### config.mk
export PLATFORM = sky130hd
export DESIGN_NAME = gcd_regacc
export DESIGN_NICKNAME = d
export VERILOG_FILES = /design/src/rtl/gcd_regacc_pkg.sv /design/src/rtl/gcd_regacc_decode.sv /design/src/rtl/gcd_regacc_core.sv /design/src/rtl/gcd_regacc_resp.sv /design/src/rtl/gcd_regacc.sv
export SDC_FILE = /design/constraint.sdc
export NUM_CORES = 1
export LEC_CHECK = 0
export BUFFER_PORTS_ARGS = -buffer_cell sky130_fd_sc_hd__buf_2
export CORE_ASPECT_RATIO = 1.25
export CORE_MARGIN = 4
export CORE_UTILIZATION = 55
export CTS_BUF_LIST = sky130_fd_sc_hd__clkbuf_8
export CTS_CLUSTER_SIZE = 30
export DETAILED_ROUTE_END_ITERATION = 8
export PLACE_DENSITY = 0.74
export SYNTH_ARGS = -nofsm -noshare
export SYNTH_HDL_FRONTEND = slang
export SYNTH_SLANG_ARGS = --single-unit
### constraint.sdc
create_clock -name clk -period 7.6 [get_ports clk]
set_input_delay 1.52 -clock clk [delete_from_list [all_inputs] [get_ports clk]]
set_output_delay 1.52 -clock clk [all_outputs]
set_load 0.005 [all_outputs]
### src/rtl/gcd_regacc_pkg.sv
package gcd_regacc_pkg;
  localparam int unsigned REG_RESULT = 0;
  localparam int unsigned REG_OPA    = 1;
  localparam int unsigned REG_OPB    = 2;

  typedef enum logic {
    KIND_READ  = 1'b0,
    KIND_WRITE = 1'b1
  } msg_kind_e;
endpackage

### src/rtl/gcd_regacc_decode.sv
module gcd_regacc_decode
  import gcd_regacc_pkg::*;
#(
  parameter int ADDR_W = 4,
  parameter int DATA_W = 32
) (
  input  logic              clk,
  input  logic              rst_n,
  input  logic              fire,
  input  logic              is_write,
  input  logic [ADDR_W-1:0] addr,
  input  logic [DATA_W-1:0] data,
  output logic [DATA_W-1:0] opa,
  output logic [DATA_W-1:0] opb,
  output logic              start,
  output logic              illegal,
  output logic              err_flag
);
  logic hit_res, hit_a, hit_b;
  logic ld_a, ld_b;

  assign hit_res = (addr == ADDR_W'(REG_RESULT));
  assign hit_a   = (addr == ADDR_W'(REG_OPA));
  assign hit_b   = (addr == ADDR_W'(REG_OPB));

  assign illegal = is_write ? !(hit_a || hit_b) : !hit_res;
  assign ld_a    = fire && is_write && hit_a;
  assign ld_b    = fire && is_write && hit_b;
  assign start   = fire && !is_write && hit_res;

  always_ff @(posedge clk) begin
    if (!rst_n) begin
      opa      <= '0;
      opb      <= '0;
      err_flag <= 1'b0;
    end else begin
      if (ld_a) opa <= data;
      if (ld_b) opb <= data;
      if (fire && illegal) err_flag <= 1'b1;
    end
  end

  p_err_on_illegal_r7: assert property (@(posedge clk) disable iff (!rst_n)
    fire && illegal |=> err_flag);
  p_err_sticky_r8: assert property (@(posedge clk) disable iff (!rst_n)
    err_flag |=> err_flag);
  p_illegal_keeps_ops_r7: assert property (@(posedge clk) disable iff (!rst_n)
    fire && illegal |=> $stable(opa) && $stable(opb));
endmodule

### src/rtl/gcd_regacc_core.sv
module gcd_regacc_core #(
  parameter int DATA_W = 32
) (
  input  logic              clk,
  input  logic              rst_n,
  input  logic              start,
  input  logic [DATA_W-1:0] a_in,
  input  logic [DATA_W-1:0] b_in,
  output logic              busy,
  output logic              done,
  output logic [DATA_W-1:0] result
);
  localparam int PAIR_W = 2 * DATA_W;

  logic [DATA_W-1:0] x_q, y_q;

  // One iteration: swap when the first value is smaller, else subtract.
  function automatic logic [PAIR_W-1:0] gcd_step(input logic [DATA_W-1:0] x,
                                                 input logic [DATA_W-1:0] y);
    if (x < y) return {y, x};
    else       return {x - y, y};
  endfunction

  assign done   = busy && (y_q == '0);
  assign result = x_q;

  always_ff @(posedge clk) begin
    if (!rst_n) begin
      x_q  <= '0;
      y_q  <= '0;
      busy <= 1'b0;
    end else if (start) begin
      x_q  <= a_in;
      y_q  <= b_in;
      busy <= 1'b1;
    end else if (busy) begin
      if (y_q == '0) busy <= 1'b0;
      else {x_q, y_q} <= gcd_step(x_q, y_q);
    end
  end

  p_zero_b_done_r4: assert property (@(posedge clk) disable iff (!rst_n)
    start && (b_in == '0) |=> done && (result == $past(a_in)));
  p_no_restart_r5: assert property (@(posedge clk) disable iff (!rst_n)
    busy |-> !start);
endmodule

### src/rtl/gcd_regacc_resp.sv
module gcd_regacc_resp
  import gcd_regacc_pkg::*;
#(
  parameter int DATA_W = 32,
  parameter int OPQ_W  = 8,
  parameter int ID_W   = 8
) (
  input  logic              clk,
  input  logic              rst_n,
  input  logic              fire,
  input  logic              start,
  input  logic              is_write,
  input  logic [OPQ_W-1:0]  opq_in,
  input  logic [ID_W-1:0]   id_in,
  input  logic              done,
  input  logic [DATA_W-1:0] result,
  input  logic              resp_ready,
  output logic              resp_valid,
  output logic              resp_write,
  output logic [DATA_W-1:0] resp_data,
  output logic [OPQ_W-1:0]  resp_opaque,
  output logic [ID_W-1:0]   resp_id
);
  logic [OPQ_W-1:0] tag_opq;
  logic [ID_W-1:0]  tag_id;
  msg_kind_e        kind_q;
  logic             immediate;

  assign immediate  = fire && !start;
  assign resp_write = (kind_q == KIND_WRITE);

  always_ff @(posedge clk) begin
    if (!rst_n) begin
      tag_opq     <= '0;
      tag_id      <= '0;
      resp_valid  <= 1'b0;
      kind_q      <= KIND_READ;
      resp_data   <= '0;
      resp_opaque <= '0;
      resp_id     <= '0;
    end else begin
      if (start) begin
        tag_opq <= opq_in;
        tag_id  <= id_in;
      end
      if (immediate) begin
        resp_valid  <= 1'b1;
        kind_q      <= is_write ? KIND_WRITE : KIND_READ;
        resp_data   <= '0;
        resp_opaque <= opq_in;
        resp_id     <= id_in;
      end else if (done) begin
        resp_valid  <= 1'b1;
        kind_q      <= KIND_READ;
        resp_data   <= result;
        resp_opaque <= tag_opq;
        resp_id     <= tag_id;
      end else if (resp_valid && resp_ready) begin
        resp_valid  <= 1'b0;
      end
    end
  end

  p_hold_r6: assert property (@(posedge clk) disable iff (!rst_n)
    resp_valid && !resp_ready |=> resp_valid && $stable(resp_data)
      && $stable(resp_opaque) && $stable(resp_id) && $stable(resp_write));
  p_done_resp_r3: assert property (@(posedge clk) disable iff (!rst_n)
    done |=> resp_valid && !resp_write && (resp_data == $past(result)));
  p_single_source_r9: assert property (@(posedge clk) disable iff (!rst_n)
    !(immediate && done));
endmodule

### src/rtl/gcd_regacc.sv
module gcd_regacc
  import gcd_regacc_pkg::*;
#(
  parameter int DATA_W = 32,
  parameter int ADDR_W = 4,
  parameter int OPQ_W  = 8,
  parameter int ID_W   = 8
) (
  input  logic              clk,
  input  logic              rst_n,
  input  logic              req_valid,
  output logic              req_ready,
  input  logic              req_write,
  input  logic [ADDR_W-1:0] req_addr,
  input  logic [DATA_W-1:0] req_data,
  input  logic [OPQ_W-1:0]  req_opaque,
  input  logic [ID_W-1:0]   req_id,
  output logic              resp_valid,
  input  logic              resp_ready,
  output logic              resp_write,
  output logic [DATA_W-1:0] resp_data,
  output logic [OPQ_W-1:0]  resp_opaque,
  output logic [ID_W-1:0]   resp_id,
  output logic              err_flag
);
  logic              fire, start, illegal, busy, done;
  logic [DATA_W-1:0] opa, opb, result;

  // Accept when idle and the response slot is empty or draining this cycle.
  assign req_ready = !busy && (!resp_valid || resp_ready);
  assign fire      = req_valid && req_ready;

  gcd_regacc_decode #(.ADDR_W(ADDR_W), .DATA_W(DATA_W)) u_decode (
    .clk(clk), .rst_n(rst_n), .fire(fire), .is_write(req_write),
    .addr(req_addr), .data(req_data), .opa(opa), .opb(opb),
    .start(start), .illegal(illegal), .err_flag(err_flag)
  );

  gcd_regacc_core #(.DATA_W(DATA_W)) u_core (
    .clk(clk), .rst_n(rst_n), .start(start), .a_in(opa), .b_in(opb),
    .busy(busy), .done(done), .result(result)
  );

  gcd_regacc_resp #(.DATA_W(DATA_W), .OPQ_W(OPQ_W), .ID_W(ID_W)) u_resp (
    .clk(clk), .rst_n(rst_n), .fire(fire), .start(start),
    .is_write(req_write), .opq_in(req_opaque), .id_in(req_id),
    .done(done), .result(result), .resp_ready(resp_ready),
    .resp_valid(resp_valid), .resp_write(resp_write), .resp_data(resp_data),
    .resp_opaque(resp_opaque), .resp_id(resp_id)
  );

  p_busy_block_r5: assert property (@(posedge clk) disable iff (!rst_n)
    busy |-> !req_ready && !resp_valid);
  p_wr_ack_r2: assert property (@(posedge clk) disable iff (!rst_n)
    fire && req_write |=> resp_valid && resp_write && (resp_data == '0)
      && (resp_opaque == $past(req_opaque)) && (resp_id == $past(req_id)));
  p_blocked_while_held_r6: assert property (@(posedge clk) disable iff (!rst_n)
    resp_valid && !resp_ready |-> !req_ready);
  p_reset_state_r1: assert property (@(posedge clk)
    $past(!rst_n) |-> !resp_valid && !err_flag);
endmodule

==> flow_summary.yaml <==
sta:
  rsz0062_at_grt: "no"
  relSlewSlack_pct: 24.8
  fmax_mhz: 270
  tightest_slew_ns: 1.12
  finClkSkew_ns: 0.0179
  drv_slew: 0
  setup_viol: 0
  period_share_pct: 48.7
  final.setup.tns_ns: 0
  hold_viol_final: 0
  post-route-min-period_ns: 3.70
routing:
  first_pass_iters: 8
  wl_um: 26300
  num_vias: 8932
  ant_nets: 0
  routed_via_density: 5.83
  wl_per_cell_um: 17.2
  drt_first_iter_violations: 578
  drc: 0
power:
  p_int_uw: 1330
  p_switching_uw: 495
  switching_share_pct: 27.1
  leakage_uw: 0.00471
  combinationalPowerShare_pct: 6.0
  clock_power_share_pct: 36.9
  vdd_drop_max_uv: 146
  power_density_nw_per_um2: 166
  p_seq_share_pct: 57.1
die:
  core-area_um2: 18100
  dieArea_um2: 20600
  dieWidth_um: 129
  num_rows: 55
  die_y_um: 159
  boundaryPins: 109
  start_util_pct: 55.8
min_path:
  min-delay-start: "u_decode.opb[31]$_SDFFE_PN0P_"
  hold_path_class: "reg -> reg"
grt:
  top_usage_layer: "met2"
  grt_use_met3_pct: 5.40
  grt_max_degree: 98
  grt_pass1_wl_um: 43500
  use_met1_pct: 34.8
  overflow: 0
  grtUsageMet2_pct: 42.1
  antenna_found_initial: 3
  grt_pass1_vias: 8580
  grtUsageTotal_pct: 25.8
cells_and_area:
  drive_above_1_share_pct: 12.6
  antenna-diode-count: 0
  final_area_um2: 11000
  area_delta_synth_final_pct: 9.32
  fillerInstances: 1707
  layout_common_cells: "nand2_1 (287), dfxtp_1 (196), buf_2 (107)"
  final_nets: 1380
  final_common_cell: "nand2_1"
critical_path:
  crit_arrival_ns: 4.03
  crit_fanout: 16
  rrSetupSlack_ns: 3.90
  crit_path_start_kind: "register"
  end_kind: "register"
  crit_path_start: "u_core.result[0]$_SDFFE_PN0P_"
  path_class: "reg -> reg"
  worst_ep_required_time_ns: 7.93
  rr_startpoint: "u_core.result[0]$_SDFFE_PN0P_"
placement:
  dpl.hpwl_um: 17800
  io_buffers: 108
  gp_congestion: 0.864
  placed_area_um2: 10600
synth:
  ys_types: 68
  synth-edff-count: 0
  syn_inst: 1246
  avgSynthCellArea_um2: 8.10
  synthesis.area_um2: 10100
  async_reset_ff_share_pct: 0
  yosys_warnings: 0
  ys_ff_latch: 196
  yosysSeqAreaShare_pct: 38.9
  synthFlopType: "dfxtp_1"
  syn-num-nets: 1336
clock_tree:
  cts_hold_buf: 0
  cts.clk_slew.worst_paths_ns: 0.11
  cts_setup_buffers: 0
  clk-insertion-delay-late_ns: 0.49
  ctsResizeCount: 0
  cts_tree: "yes"
  clock-sinks: 196
  htreeDepth: 4
  cts_root_buf: "clkbuf_8"
  cts_buffer_depth: 2
  cts_inserted_buffers: 17
outcome:
  run_status: "finished clean"
flow_run:
  drv_cap: 0
-- cells by family after synthesis --
kind of cell | count (synthesis) | share of synthesized area (%)
AO/OA/AOI/OAI | 333 | 23.4
XOR/XNOR | 28 | 2.43
adder cells (fa/ha/maj) | 33 | 4.17
buffers and inverters | 133 | 5.37
flip-flops | 196 | 38.9
multiplexers | 65 | 6.45
AND/OR/NAND/NOR | 458 | 19.3
-- registers in the layout, indices dropped and copies added, names as in the netlist --
name / flops
u_resp.resp_write: 1
u_resp.tag_id: 8
u_resp.tag_opq: 8
u_decode.opb: 32
u_resp.resp_valid: 1
u_resp.resp_opaque: 8
u_decode.opa: 32
u_decode.err_flag: 1
u_resp.resp_data: 32
u_core.result: 32
u_resp.resp_id: 8
u_core.busy: 1
u_core.y_q: 32
-- power by group through the flow --
stage	sequential, uW	combinational, uW	clock [uW]
finish	1040	110	676
global route	1050	122	727
CTS	1040	110	687
detailed placement	1070	110	0
global placement	1070	108	0
floorplan	1070	66.0	0
-- path summary, 6_finish.rpt --
check / end / cells after the start
setup / recovery: u_core.result[15]$_SDFFE_PN0P_ / 12
hold / removal: u_decode.opb[31]$_SDFFE_PN0P_ / 2
setup reg to reg: u_core.result[15]$_SDFFE_PN0P_ / 12
hold reg to reg: u_decode.opb[31]$_SDFFE_PN0P_ / 2
-- layout make-up --
| type | instances | area, um2 | area share (%) |
|---|---|---|---|
| clock inverters | 15 | 165 | 1.50 |
| inverters | 42 | 158 | 1.43 |
| flip-flops and latches | 196 | 3920 | 35.6 |
| well taps | 228 | 285 | 2.59 |
| repair buffers | 116 | 603 | 5.47 |
| multi-input cells | 917 | 5660 | 51.3 |
| clock buffers | 17 | 234 | 2.12 |
-- routing by layer --
metal / share of wire [%] / routed length (um) / vias to the layer above
met5: 0.16 / 41 / -
met4: 1.4 / 370 / 6
met3: 6.4 / 1690 / 37
met2: 47 / 12500 / 276
met1: 45 / 11800 / 4176
li1: - / - / 4437
-- critical path, cell delays in order (launching register included) --
cell,delay (ns)
dfxtp_1,0.37
inv_1,0.07
ha_1,0.23
fa_1,0.42
nand2b_1,0.19
a21oi_1,0.29
nor4b_1,0.10
o21ai_1,0.41
a21oi_4,0.16
a31oi_4,0.61
buf_4,0.40
mux2i_1,0.22
o21ai_0,0.08
-- Yosys cell counts, drive strengths merged, types with 3 or more instances --
master,instances,share of area [%]
nand2,288,11
dfxtp,196,39
a21boi,111,8.3
clkbuf,72,2.7
mux2i,65,6.4
o21ai,62,3.1
nor2,58,2.2
nand3,50,2.5
inv,42,1.6
a21oi,41,2.2
ha,32,4.0
a22oi,29,2.2
xnor2,22,1.9
buf,19,1.1
o211a,16,1.6
a22o,13,1.1
nor4,11,0.68
o211ai,10,0.79
nand2b,8,0.50
nand4,7,0.43
nor2b,7,0.43
nor3,7,0.35
a31oi,6,0.43
o311ai,6,0.52
xor2,6,0.52
a21o,5,0.37
and3,5,0.31
and2,4,0.25
o221ai,4,0.35
o31ai,4,0.30
a211oi,3,0.22
a32oi,3,0.26
o21a,3,0.22
-- per-stage QoR --
stage / hold slack, ns / std cells / power [uW] / util, % / setup WS [ns]
final: 0.468 / 1531 / 1830 / 61.0 / 3.90
after global routing: 0.489 / 1531 / 1890 / 61.0 / 3.64
after CTS: 0.474 / 1531 / 1840 / 61.0 / 3.90
after detailed placement: 0.457 / 1499 / 1180 / 58.7 / 3.54
after global placement: 0.449 / 1499 / 1180 / 58.7 / 3.58
after floorplan: 0.440 / 1246 / 1130 / - / 4.37
(Power assumes the default switching activity.)
